--- src/rtl/adc_seq_pkg.sv ---
package adc_seq_pkg;

  typedef enum logic [2:0] {
    SQ_IDLE   = 3'd0,
    SQ_SETTLE = 3'd1,
    SQ_TRACK  = 3'd2,
    SQ_CMD    = 3'd3,
    SQ_WAIT   = 3'd4
  } sq_state_t;

  localparam int unsigned CMD_SETTLE_BIT = 0;
  localparam int unsigned CMD_CONV_BIT   = 1;
  localparam int unsigned CH_LSB         = 2;

  // both handshake bits must be present in one write
  function automatic logic start_bits_ok(input logic settle_bit, input logic conv_bit);
    return settle_bit & conv_bit;
  endfunction

  // counter width able to hold the larger phase length minus one
  function automatic int unsigned phase_cnt_w(input int unsigned a, input int unsigned b);
    int unsigned m;
    m = (a > b) ? a : b;
    return (m > 2) ? $clog2(m) : 1;
  endfunction

endpackage

--- src/rtl/adc_seq_timer.sv ---
module adc_seq_timer #(
  parameter int unsigned CNT_W = 4
) (
  input  logic             clk,
  input  logic             rst,
  input  logic             load,
  input  logic [CNT_W-1:0] load_val,
  output logic             expired
);

  logic [CNT_W-1:0] remain;

  always_ff @(posedge clk) begin
    if (rst)
      remain <= '0;
    else if (load)
      remain <= load_val;
    else if (remain != '0)
      remain <= remain - 1'b1;
  end

  assign expired = (remain == '0);

endmodule

--- src/rtl/adc_seq_fsm.sv ---
module adc_seq_fsm
  import adc_seq_pkg::*;
#(
  parameter int unsigned CH_W       = 4,
  parameter int unsigned SETTLE_CYC = 5,
  parameter int unsigned TRACK_CYC  = 3
) (
  input  logic            clk,
  input  logic            rst,
  input  logic            wr_en,
  input  logic [CH_W+1:0] wr_data,
  input  logic            adc_done,
  output logic [CH_W-1:0] chan_sel,
  output logic            hold,
  output logic            conv_cmd,
  output logic            settle_busy,
  output logic            conv_busy,
  output logic            conv_fin
);

  localparam int unsigned CNT_W = phase_cnt_w(SETTLE_CYC, TRACK_CYC);
  localparam logic [CNT_W-1:0] SETTLE_LOAD = CNT_W'(SETTLE_CYC - 1);
  localparam logic [CNT_W-1:0] TRACK_LOAD  = CNT_W'(TRACK_CYC - 1);

  sq_state_t        state, state_nx;
  logic             start_req, start_accept;
  logic             settle_end, track_end;
  logic             tmr_load, tmr_expired;
  logic [CNT_W-1:0] tmr_val;

  // named internal events
  assign start_req    = wr_en && start_bits_ok(wr_data[CMD_SETTLE_BIT], wr_data[CMD_CONV_BIT]);
  assign start_accept = start_req && (state == SQ_IDLE);
  assign settle_end   = (state == SQ_SETTLE) && tmr_expired;
  assign track_end    = (state == SQ_TRACK) && tmr_expired;
  assign conv_fin     = (state == SQ_WAIT) && adc_done;

  assign tmr_load = start_accept || settle_end;
  assign tmr_val  = start_accept ? SETTLE_LOAD : TRACK_LOAD;

  adc_seq_timer #(.CNT_W(CNT_W)) i_timer (
    .clk      (clk),
    .rst      (rst),
    .load     (tmr_load),
    .load_val (tmr_val),
    .expired  (tmr_expired)
  );

  always_comb begin
    state_nx = state;
    unique case (state)
      SQ_IDLE:   if (start_accept) state_nx = SQ_SETTLE;
      SQ_SETTLE: if (settle_end)   state_nx = SQ_TRACK;
      SQ_TRACK:  if (track_end)    state_nx = SQ_CMD;
      SQ_CMD:                      state_nx = SQ_WAIT;
      SQ_WAIT:   if (conv_fin)     state_nx = SQ_IDLE;
      default:                     state_nx = SQ_IDLE;
    endcase
  end

  always_ff @(posedge clk) begin
    if (rst) begin
      state    <= SQ_IDLE;
      chan_sel <= '0;
    end else begin
      state <= state_nx;
      if (start_accept)
        chan_sel <= wr_data[CH_LSB +: CH_W];
    end
  end

  assign settle_busy = (state == SQ_SETTLE) || (state == SQ_TRACK);
  assign conv_busy   = (state != SQ_IDLE);
  assign hold        = (state == SQ_CMD) || (state == SQ_WAIT);
  assign conv_cmd    = (state == SQ_CMD);


  start_flags_chk: assert property (@(posedge clk) disable iff (rst)
    start_accept |=> settle_busy && conv_busy && !hold);


  settle_in_conv_chk: assert property (@(posedge clk) disable iff (rst)
    settle_busy |-> conv_busy && !hold && !conv_cmd);


  cmd_pulse_chk: assert property (@(posedge clk) disable iff (rst)
    conv_cmd |=> !conv_cmd && hold && conv_busy);


  cmd_after_track_chk: assert property (@(posedge clk) disable iff (rst)
    track_end |=> conv_cmd && !settle_busy);


  wait_done_chk: assert property (@(posedge clk) disable iff (rst)
    (hold && !conv_cmd && !adc_done) |=> conv_busy && hold);


  busy_start_ignored_chk: assert property (@(posedge clk) disable iff (rst)
    (conv_busy && start_req) |=> !$rose(settle_busy) && $stable(chan_sel));

endmodule

--- src/rtl/adc_seq_datareg.sv ---
module adc_seq_datareg #(
  parameter int unsigned DATA_W = 12
) (
  input  logic              clk,
  input  logic              rst,
  input  logic              conv_fin,
  input  logic [DATA_W-1:0] adc_result,
  input  logic              rd_en,
  output logic              data_ready,
  output logic [DATA_W-1:0] rd_data
);

  always_ff @(posedge clk) begin
    if (rst) begin
      data_ready <= 1'b0;
      rd_data    <= '0;
    end else begin
      if (conv_fin) begin
        rd_data    <= adc_result;
        data_ready <= 1'b1;
      end else if (rd_en) begin
        data_ready <= 1'b0;
      end
    end
  end


  ready_on_fin_chk: assert property (@(posedge clk) disable iff (rst)
    conv_fin |=> data_ready && (rd_data == $past(adc_result)));


  read_clear_chk: assert property (@(posedge clk) disable iff (rst)
    (rd_en && !conv_fin) |=> !data_ready && $stable(rd_data));

endmodule

--- src/rtl/adc_seq_ctrl.sv ---
module adc_seq_ctrl
  import adc_seq_pkg::*;
#(
  parameter int unsigned DATA_W     = 12,
  parameter int unsigned CH_W       = 4,
  parameter int unsigned SETTLE_CYC = 5,
  parameter int unsigned TRACK_CYC  = 3
) (
  input  logic              clk,
  input  logic              rst,
  input  logic              wr_en,
  input  logic [CH_W+1:0]   wr_data,
  input  logic              rd_en,
  input  logic              adc_done,
  input  logic [DATA_W-1:0] adc_result,
  output logic [CH_W-1:0]   chan_sel,
  output logic              hold,
  output logic              conv_cmd,
  output logic              settle_busy,
  output logic              conv_busy,
  output logic              data_ready,
  output logic [DATA_W-1:0] rd_data
);

  logic conv_fin;

  adc_seq_fsm #(
    .CH_W       (CH_W),
    .SETTLE_CYC (SETTLE_CYC),
    .TRACK_CYC  (TRACK_CYC)
  ) i_fsm (
    .clk         (clk),
    .rst         (rst),
    .wr_en       (wr_en),
    .wr_data     (wr_data),
    .adc_done    (adc_done),
    .chan_sel    (chan_sel),
    .hold        (hold),
    .conv_cmd    (conv_cmd),
    .settle_busy (settle_busy),
    .conv_busy   (conv_busy),
    .conv_fin    (conv_fin)
  );

  adc_seq_datareg #(.DATA_W(DATA_W)) i_datareg (
    .clk        (clk),
    .rst        (rst),
    .conv_fin   (conv_fin),
    .adc_result (adc_result),
    .rd_en      (rd_en),
    .data_ready (data_ready),
    .rd_data    (rd_data)
  );


  reset_idle_chk: assert property (@(posedge clk)
    rst |=> !conv_busy && !settle_busy && !hold && !conv_cmd && !data_ready);

endmodule

--- config.mk ---
export PLATFORM = sky130hd
export DESIGN_NAME = adc_seq_ctrl
export DESIGN_NICKNAME = d
export VERILOG_FILES = /design/src/rtl/adc_seq_pkg.sv /design/src/rtl/adc_seq_timer.sv /design/src/rtl/adc_seq_fsm.sv /design/src/rtl/adc_seq_datareg.sv /design/src/rtl/adc_seq_ctrl.sv
export SDC_FILE = /design/constraint.sdc
export NUM_CORES = 1
export LEC_CHECK = 0
export BUFFER_PORTS_ARGS = -buffer_cell sky130_fd_sc_hd__clkbuf_2
export CORE_MARGIN = 3
export CORE_UTILIZATION = 52
export CTS_BUF_LIST = sky130_fd_sc_hd__clkbuf_8
export CTS_CLUSTER_DIAMETER = 60
export DETAILED_ROUTE_END_ITERATION = 10
export GPL_ROUTABILITY_DRIVEN = 0
export PLACE_DENSITY = 0.86
export RECOVER_POWER = 100
export SYNTH_ARGS = -nofsm -noshare
export SYNTH_HDL_FRONTEND = slang
export SYNTH_SLANG_ARGS = --single-unit
--- constraint.sdc ---
create_clock -name clk -period 3.96 [get_ports clk]
set_clock_uncertainty 0.05 [all_clocks]
set_input_delay 0.792 -clock clk [delete_from_list [all_inputs] [get_ports clk]]
set_output_delay 0.792 -clock clk [all_outputs]
set_load 0.005 [all_outputs]
==> results of run 1 <==
per-layer routing:
| metal | vias up | GRT usage, % |
|---|---|---|
| met5 | - | 0 |
| met4 | 0 | 9.68 |
| met3 | 7 | 4.15 |
| met2 | 37 | 31.7 |
| met1 | 452 | 23.9 |
| li1 | 486 | - |
registers in the layout, indices dropped and copies added (netlist names):
register	cells
i_datareg.data_ready	1
i_datareg.rd_data	12
i_fsm.chan_sel	4
i_fsm.i_timer.remain	3
i_fsm.state	3
final timing paths:
check / start / end / slack (ns) / cells after the start
worst min register to register: i_datareg.rd_data[1] / i_datareg.rd_data[1] / 0.41 / 2
worst max register to register: i_fsm.i_timer.remain[0] / i_fsm.state[0] / 2.47 / 5
worst min-delay path: i_datareg.rd_data[1] / i_datareg.rd_data[1] / 0.41 / 2
worst max-delay path: i_fsm.state[0] / hold / 1.75 / 3
cell type report:
class	count	area [µm²]
Tap cell	25	31.3
Fill cell	152	534
Multi-Input combinational cell	84	489
Timing Repair Buffer	43	203
Inverter	5	18.8
Clock buffer	3	41.3
Clock inverter	1	5.00
Sequential cell	23	460
through the flow:
step	hold slack (ns)	power, W	cell area [µm²]	setup WS (ns)
2_1_floorplan	0.403	0.000491	1010	2.27
3_3_place_gp	0.392	0.000538	1220	2.14
3_5_place_dp	0.395	0.000550	1220	2.11
4_1_cts	0.407	0.000693	1260	1.83
5_1_grt	0.428	0.000730	1250	1.63
6_report	0.405	0.000681	1250	1.75
layout by cell type, fill, tap and decap left out, drive strengths merged, types with 2 or more instances in the layout:
cell / netlist / routed
ha: 2 / 2
nand2b: 2 / 2
nor3: 2 / 2
and2: 2 / 2
nand2: 26 / 26
a211oi: 2 / 2
a21oi: 20 / 20
o21ai: 7 / 7
dfxtp: 23 / 23
nor2: 2 / 2
inv: 5 / 5
clkbuf: 1 / 46
nand3: 5 / 5
where the power goes:
part | total [W] | internal [W] | switching (W)
Combinational | 0.000240 | 0.000109 | 0.000131
Clock | 0.000145 | 0.0000702 | 0.0000746
Sequential | 0.000296 | 0.000262 | 0.0000348
cell families after synthesis:
kind of cell | count (synthesis)
DFF | 23
AOI/OAI and AO/OA | 32
buffers and inverters | 11
muxes | 2
and+or+nand+nor | 47
adders and majority gates | 2
xor gates and xnor gates | 1
worst max-delay path, stage by stage, from the launching register on:
cell      delay, ns
dfxtp_1        0.40
or2_0          0.36
o21ai_0        0.20
clkbuf_2       0.14
==> metrics.txt, run 1 <==
outcome=finished, final reports clean; WL met1=983 µm; ratio of cells with drive above 1 in the final layout=25.8%; PwrDens=545 nW/µm²; vias in the first global route=863; Hold Vio Cnt, Final=0; critical path data arrival time=1.36 ns; Post-Synth Simple-Gate Area=24.8%; largest net degree at the start of global routing=23; met3 wire len=144 µm; Mapped Cells=118; sequential area share after synthesis=45.4%; count of cells resized by post-cts repair=0; Netlist Area Pre-Place=1010 µm²; most frequent cells after synthesis=nand2_1 (26), dfxtp_1 (23), a21oi_1 (19); Clock Path Buffers=2; Synth cell types=32; Final min period=2.21 ns; CTS Hold Bufs=0; die span in x=50.2 µm; antenna violation net count after detailed routing=0; placed insts=180; Post-CTS Setup Repair Bufs=0; highest metal used=met4; Synth top area share=45.4%; CP Launch Type=flip-flop; final WL=2300 µm; Non-Filler Instances=184; via count=982; port bufs=43; clock root buffer master=clkbuf_8; worst-skew pair later-pin latency=0.26 ns; crit path kind=reg2out; Max IR drop VDD=0.000476 V; Syn Area/Cell=8.60 µm²; post-DP HPWL=1700 µm; FF+latch count, synth=23; die area=2520 µm²; max_slew headroom=34.2%; CTS tree=done; Tcrit/Tclk final=55.7%; global-route usage over all layers=19.4%; RSZ-0062 raised after global routing=no; DRC Markers=0; XOR/XNOR Fraction of Synth Area=0.863%; Layout Utilization=70.0%; critical path peak fanout=10; Chip Height=50.2 µm; main flop type after synthesis=dfxtp_1; core region area=1780 µm²; actual slew at the worst max-slew pin=0.988 ns; DR vias/cell=5.34; CTS Buf Count=3; mux cell area share after synthesis=2.10%; clk slew on worst S/H paths=0.08 ns; LEAKAGE=0.531 nW; hold crit path type=reg2reg; largest area contributor in the netlist=dfxtp_1; Initial Utilization=56.9%; I/O pins=44; Post-synth ARST share=0%; first-pass GRT wire length=3800 µm; DR WL/cell=12.5 µm; Synth Net Count=143; largest family of logic cells by synthesized area=simple AND/OR/NAND/NOR gates; Synth warnings=0; clk sinks=23; area added between synthesis and finish=23.1%; CP Capture Type=output port; critical path data required time=3.12 ns; Post-Synth Adder-Cell Area=2.47%; Post-synth EDFFs=0; Compound-Gate Fraction of Synth Area=18.2%; most common cell in the netlist=nand2_1; nets=185; Site Rows=15; Area contributors post-synth=dfxtp_1 (45%), nand2_1 (9.6%), a21oi_1 (9.4%); Final Max Slew Viols=0; fmax=453 MHz; CTS H-tree depth=1; routed wl met2=1130 µm; gr ovfl total=0; setup tns final=0 ns; Antenna diodes=0; Initial DRC Count=17; TritonRoute pass-1 iters=4; # Max-Cap Violations=0; final setup fails=0; initial antenna violation count=0
No activity file was read; power rests on OpenSTA's default activity.
==> inputs of run 2 (changes only) <==
Settings changed: CORE_UTILIZATION 52 to 43, PLACE_DENSITY 0.86 to 0.76.
Clock period 3.96 ns to 2 ns, I/O delays scaled along.
==> metrics.txt, run 2 (same netlist as run 1, synthesis figures left out) <==
outcome=finished, final reports clean (unchanged); routed wl met2=1060 µm (was 1130 µm); CTS tree=done (unchanged); gr ovfl total=0 (unchanged); worst-skew pair later-pin latency=0.26 ns (about the same); RSZ-0062 raised after global routing=no (unchanged); Site Rows=16 (was 15); DRC Markers=0 (unchanged); count of cells resized by post-cts repair=0 (unchanged); # Max-Cap Violations=0 (unchanged); PwrDens=1080 nW/µm² (was 545 nW/µm²); setup slack, reg-to-reg=0.55 ns (was 2.47 ns); worst hold path endpoint=i_datareg.rd_data[4] (was i_datareg.rd_data[1]); first-pass GRT wire length=3510 µm (was 3800 µm); port bufs=43 (unchanged); clk sinks=23 (unchanged); R2R Path End=i_datareg.rd_data[1] (was i_fsm.state[0]); core region area=2100 µm² (was 1780 µm²); final setup fails=0 (unchanged); max FFs per register=12 (unchanged); Chip Height=54.6 µm (was 50.2 µm); Non-Filler Instances=186 (was 184); Initial DRC Count=12 (was 17); met3 wire len=143 µm (was 144 µm); Clock Path Buffers=2 (unchanged); top flop regs=i_datareg.rd_data x12, i_fsm.chan_sel x4 (unchanged); HP Start=adc_result[4] (was i_datareg.rd_data[1]); antenna violation net count after detailed routing=0 (unchanged); Final Max Slew Viols=0 (unchanged); nets=185 (unchanged); LEAKAGE=0.516 nW (was 0.531 nW); CTS Hold Bufs=0 (unchanged); Post-CTS Setup Repair Bufs=0 (unchanged); placed insts=182 (was 180); critical path data arrival time=1.28 ns (was 1.36 ns); max_slew headroom=63.8% (was 34.2%); initial antenna violation count=0 (unchanged); R2R depth=3 (was 5); Hold Vio Cnt, Final=0 (unchanged); DR vias/cell=5.09 (was 5.34); critical path data required time=1.55 ns (was 3.12 ns); Final min period=1.73 ns; CP Capture Type=output port (unchanged); CTS Buf Count=3 (unchanged); Top reg by flops=i_datareg.rd_data (unchanged); fmax=578 MHz; Initial Utilization=48.3% (was 56.9%); Min Hold Slack=0.302 ns (was 0.405 ns); clock root buffer master=clkbuf_8 (unchanged); final total power=0.00134 W (was 0.000681 W); Max IR drop VDD=0.000638 V (was 0.000476 V); CTS H-tree depth=1 (unchanged); Antenna diodes=0 (unchanged); ratio of cells with drive above 1 in the final layout=22.6% (was 25.8%); via count=947 (was 982); hold crit path type=in2reg (was reg2reg); largest net degree at the start of global routing=23 (unchanged); R2R Path Start=i_fsm.state[1] (was i_fsm.i_timer.remain[0]); critical path peak fanout=10 (unchanged); setup tns final=0 ns (unchanged); TritonRoute pass-1 iters=4 (unchanged); WL met1=1010 µm (was 983 µm); post-DP HPWL=1690 µm (was 1700 µm); DR WL/cell=11.9 µm (was 12.5 µm); final WL=2220 µm (was 2300 µm); area added between synthesis and finish=22.8% (was 23.1%); highest metal used=met4 (unchanged); crit path kind=reg2out (unchanged); worst setup margin=0.269 ns (was 1.75 ns); actual slew at the worst max-slew pin=0.541 ns (was 0.988 ns); worst hold stages=3 (was 2); I/O pins=44 (unchanged); Tcrit/Tclk final=86.5%; commonest non-fill, non-tap cell in the layout=clkbuf_2 (unchanged); clk slew on worst S/H paths=0.08 ns (about the same); CP Launch Type=flip-flop (unchanged); die area=2980 µm² (was 2520 µm²); Fillers=223 (was 152); global-route usage over all layers=16.1% (was 19.4%); most frequent cells in the layout=clkbuf_2 (28), nand2_1 (26), dfxtp_1 (23), a21oi_1 (19), clkbuf_1 (15) (was clkbuf_2 (33), nand2_1 (26), dfxtp_1 (23), a21oi_1 (19), clkbuf_1 (10)); pre-CTS setup slack=0.530 ns (was 2.11 ns); vias in the first global route=854 (was 863); die span in x=54.6 µm (was 50.2 µm)
[run 2: cell count changes in the layout (fill, tap and decap cells not counted), sizes merged]
cell	delta
clkinv	-1
inv	+1
[run 2: cell type report]
class	instances	area, µm²	area share [%]
clock inverter	1	3.75	0.301
clock buffer	3	41.3	3.31
sequential	23	460	36.9
tap	27	33.8	2.71
timing repair buffer	43	196	15.8
multi-input combinational	84	492	39.5
inverter	5	18.8	1.51
[run 2: power breakdown]
part           internal [W]  switching, W  total (W)  leakage, nW
clock network      0.000137      0.000138   0.000275       0.0269
registers          0.000518     0.0000705   0.000588        0.187
logic              0.000229      0.000252   0.000481        0.302
total              0.000884      0.000460    0.00134        0.516
[run 2: routing by layer]
metal	vias to the layer above	track usage, %
li1	486	-
met1	428	19.6
met2	31	27.5
met3	2	5.72
met4	0	2.49
met5	-	0
[run 2: critical path: stages, from the launching register on]
cell and delay (ns):
dfxtp_1 0.50, xor2_1 0.21, and2_0 0.18, clkbuf_2 0.12
[run 2: how the worst max path moves through the flow]
stage,slack (ns),from,end,depth (start not counted)
after floorplan,0.66,i_fsm.i_timer.remain[0],i_fsm.state[0],5
after global placement,0.58,adc_done,i_datareg.rd_data[11],4
after detailed placement,0.53,adc_done,i_fsm.state[0],4
after CTS,0.29,i_fsm.state[0],hold,3
after global routing,0.12,i_fsm.state[0],settle_busy,3
final,0.27,i_fsm.state[0],settle_busy,3
[run 2: stage by stage]
| step | cell area, µm² | utilization (%) |
|---|---|---|
| global route | 1250 | 59.3 |
| global placement | 1220 | 58.0 |
| CTS | 1260 | 60.2 |
| finish | 1250 | 59.3 |
| detailed placement | 1220 | 58.0 |
| floorplan | 1010 | - |
==> inputs of run 3 (changes only) <==
Settings changed: CORE_UTILIZATION 43 to 28, PLACE_DENSITY 0.76 to not set.
==> metrics.txt, run 3 (same netlist as run 1, synthesis figures left out) <==
clock root buffer master=clkbuf_8 (unchanged); PwrDens=1060 nW/µm² (was 1080 nW/µm²); CTS Buf Count=3 (unchanged); clk sinks=23 (unchanged); RSZ-0062 raised after global routing=no (unchanged); worst setup margin=0.258 ns (was 0.269 ns); Hold Vio Cnt, Final=0 (unchanged); DR vias/cell=4.65 (was 5.09); max FFs per register=12 (unchanged); vias in the first global route=890 (was 854); hold crit path type=in2reg (unchanged); antenna violation net count after detailed routing=0 (unchanged); global-route usage over all layers=11.5% (was 16.1%); worst path bufs/invs=2 (was 1); most frequent cells in the layout=clkbuf_2 (35), nand2_1 (26), dfxtp_1 (23), a21oi_1 (19), clkbuf_1 (10) (was clkbuf_2 (28), nand2_1 (26), dfxtp_1 (23), a21oi_1 (19), clkbuf_1 (15)); final setup fails=0 (unchanged); Chip Height=66.2 µm (was 54.6 µm); count of cells resized by post-cts repair=0 (unchanged); max_slew headroom=60.5% (was 63.8%); core region area=3420 µm² (was 2100 µm²); DR WL/cell=11.7 µm (was 11.9 µm); area added between synthesis and finish=26.9% (was 22.8%); CTS Hold Bufs=0 (unchanged); setup tns final=0 ns (unchanged); actual slew at the worst max-slew pin=0.593 ns (was 0.541 ns); Max IR drop VDD=0.000332 V (was 0.000638 V); clk slew on worst S/H paths=0.08 ns (about the same); port bufs=43 (unchanged); critical path peak fanout=8 (was 10); nets=187 (was 185); Fillers=382 (was 223); DRC Markers=0 (unchanged); crit path kind=reg2out (unchanged); final WL=2430 µm (was 2220 µm); Post-CTS Setup Repair Bufs=0 (unchanged); Site Rows=21 (was 16); LEAKAGE=0.541 nW (was 0.516 nW); CP Cell Sequence=inv_1, nand3_1, o21ai_0, clkbuf_2 (was xor2_1, and2_0, clkbuf_2); initial antenna violation count=0 (unchanged); TritonRoute pass-1 iters=4 (unchanged); post-DP HPWL=1860 µm (was 1690 µm); I/O pins=44 (unchanged); Tcrit/Tclk final=87.1% (was 86.5%); Top reg by flops=i_datareg.rd_data (unchanged); Antenna diodes=0 (unchanged); CP Launch Type=flip-flop (unchanged); top flop regs=i_datareg.rd_data x12, i_fsm.chan_sel x4 (unchanged); ratio of cells with drive above 1 in the final layout=27.3% (was 22.6%); Final Max Slew Viols=0 (unchanged); commonest non-fill, non-tap cell in the layout=clkbuf_2 (unchanged); Initial DRC Count=53 (was 12); max incr delay on CP=0.50 ns (about the same); # Max-Cap Violations=0 (unchanged); Min Hold Slack=0.304 ns (was 0.302 ns); pre-CTS setup slack=0.513 ns (was 0.530 ns); worst-skew pair later-pin latency=0.26 ns (about the same); fmax=574 MHz (was 578 MHz); via count=962 (was 947); critical path data arrival time=1.29 ns (was 1.28 ns); Slowest cell on crit path=dfxtp_1 (unchanged); Final min period=1.74 ns (was 1.73 ns); CP top delay family=flip-flops (unchanged); CTS H-tree depth=1 (unchanged); critical path data required time=1.55 ns (about the same); die span in x=66.2 µm (was 54.6 µm); die area=4380 µm² (was 2980 µm²); Clock Path Buffers=2 (unchanged); Non-Filler Instances=207 (was 186); largest net degree at the start of global routing=23 (unchanged); CTS tree=done (unchanged); first-pass GRT wire length=3910 µm (was 3510 µm); outcome=finished, final reports clean (unchanged); gr ovfl total=0 (unchanged); CP Capture Type=output port (unchanged); Initial Utilization=29.7% (was 48.3%); placed insts=203 (was 182)
[run 3: cell count changes in the layout (fill, tap and decap cells not counted)]
cell      change
clkinv_2      +1
clkbuf_2      +7
clkbuf_1      -5
inv_1         -1
[run 3: final timing paths]
check | from | to | slack (ns) | cells after the start
worst min-delay path | adc_result[0] | i_datareg.rd_data[0] | 0.30 | 3
worst max-delay path | i_fsm.state[2] | hold | 0.26 | 4
worst max register to register | i_fsm.state[0] | i_datareg.rd_data[10] | 0.47 | 4
worst min register to register | i_datareg.rd_data[6] | i_datareg.rd_data[6] | 0.41 | 2
[run 3: final cells by class]
class	count	area [µm²]	area share [%]
multi-input cells	84	492	38.2
flip-flops and latches	23	460	35.8
repair buffers	45	213	16.5
well taps	46	57.6	4.47
clock buffers	3	41.3	3.21
inverters	5	18.8	1.46
clock inverters	1	5.00	0.389
[run 3: report_power, final]
| group | switching, W | internal, W |
|---|---|---|
| logic | 0.000259 | 0.000239 |
| registers | 0.0000703 | 0.000518 |
| clock network | 0.000141 | 0.000139 |
| total | 0.000470 | 0.000895 |
[run 3: stage by stage]
step,cell area [µm²],power (W),utilization (%)
finish,1290,0.00137,37.7
global route,1290,0.00147,37.7
CTS,1310,0.00140,38.2
detailed placement,1260,0.00112,36.8
global placement,1260,0.00109,36.8
floorplan,1010,0.000972,-
[run 3: layer usage]
metal	vias up	GRT usage (%)	routed length, µm
li1	491	-	-
met1	446	13.7	1030
met2	23	20.1	1270
met3	2	2.55	106
met4	0	3.81	17
met5	-	0	0
[run 3: worst min-delay path, cell delays in order]
cell,delay (ns)
clkbuf_2,0.08
nand2_1,0.04
a21oi_1,0.05
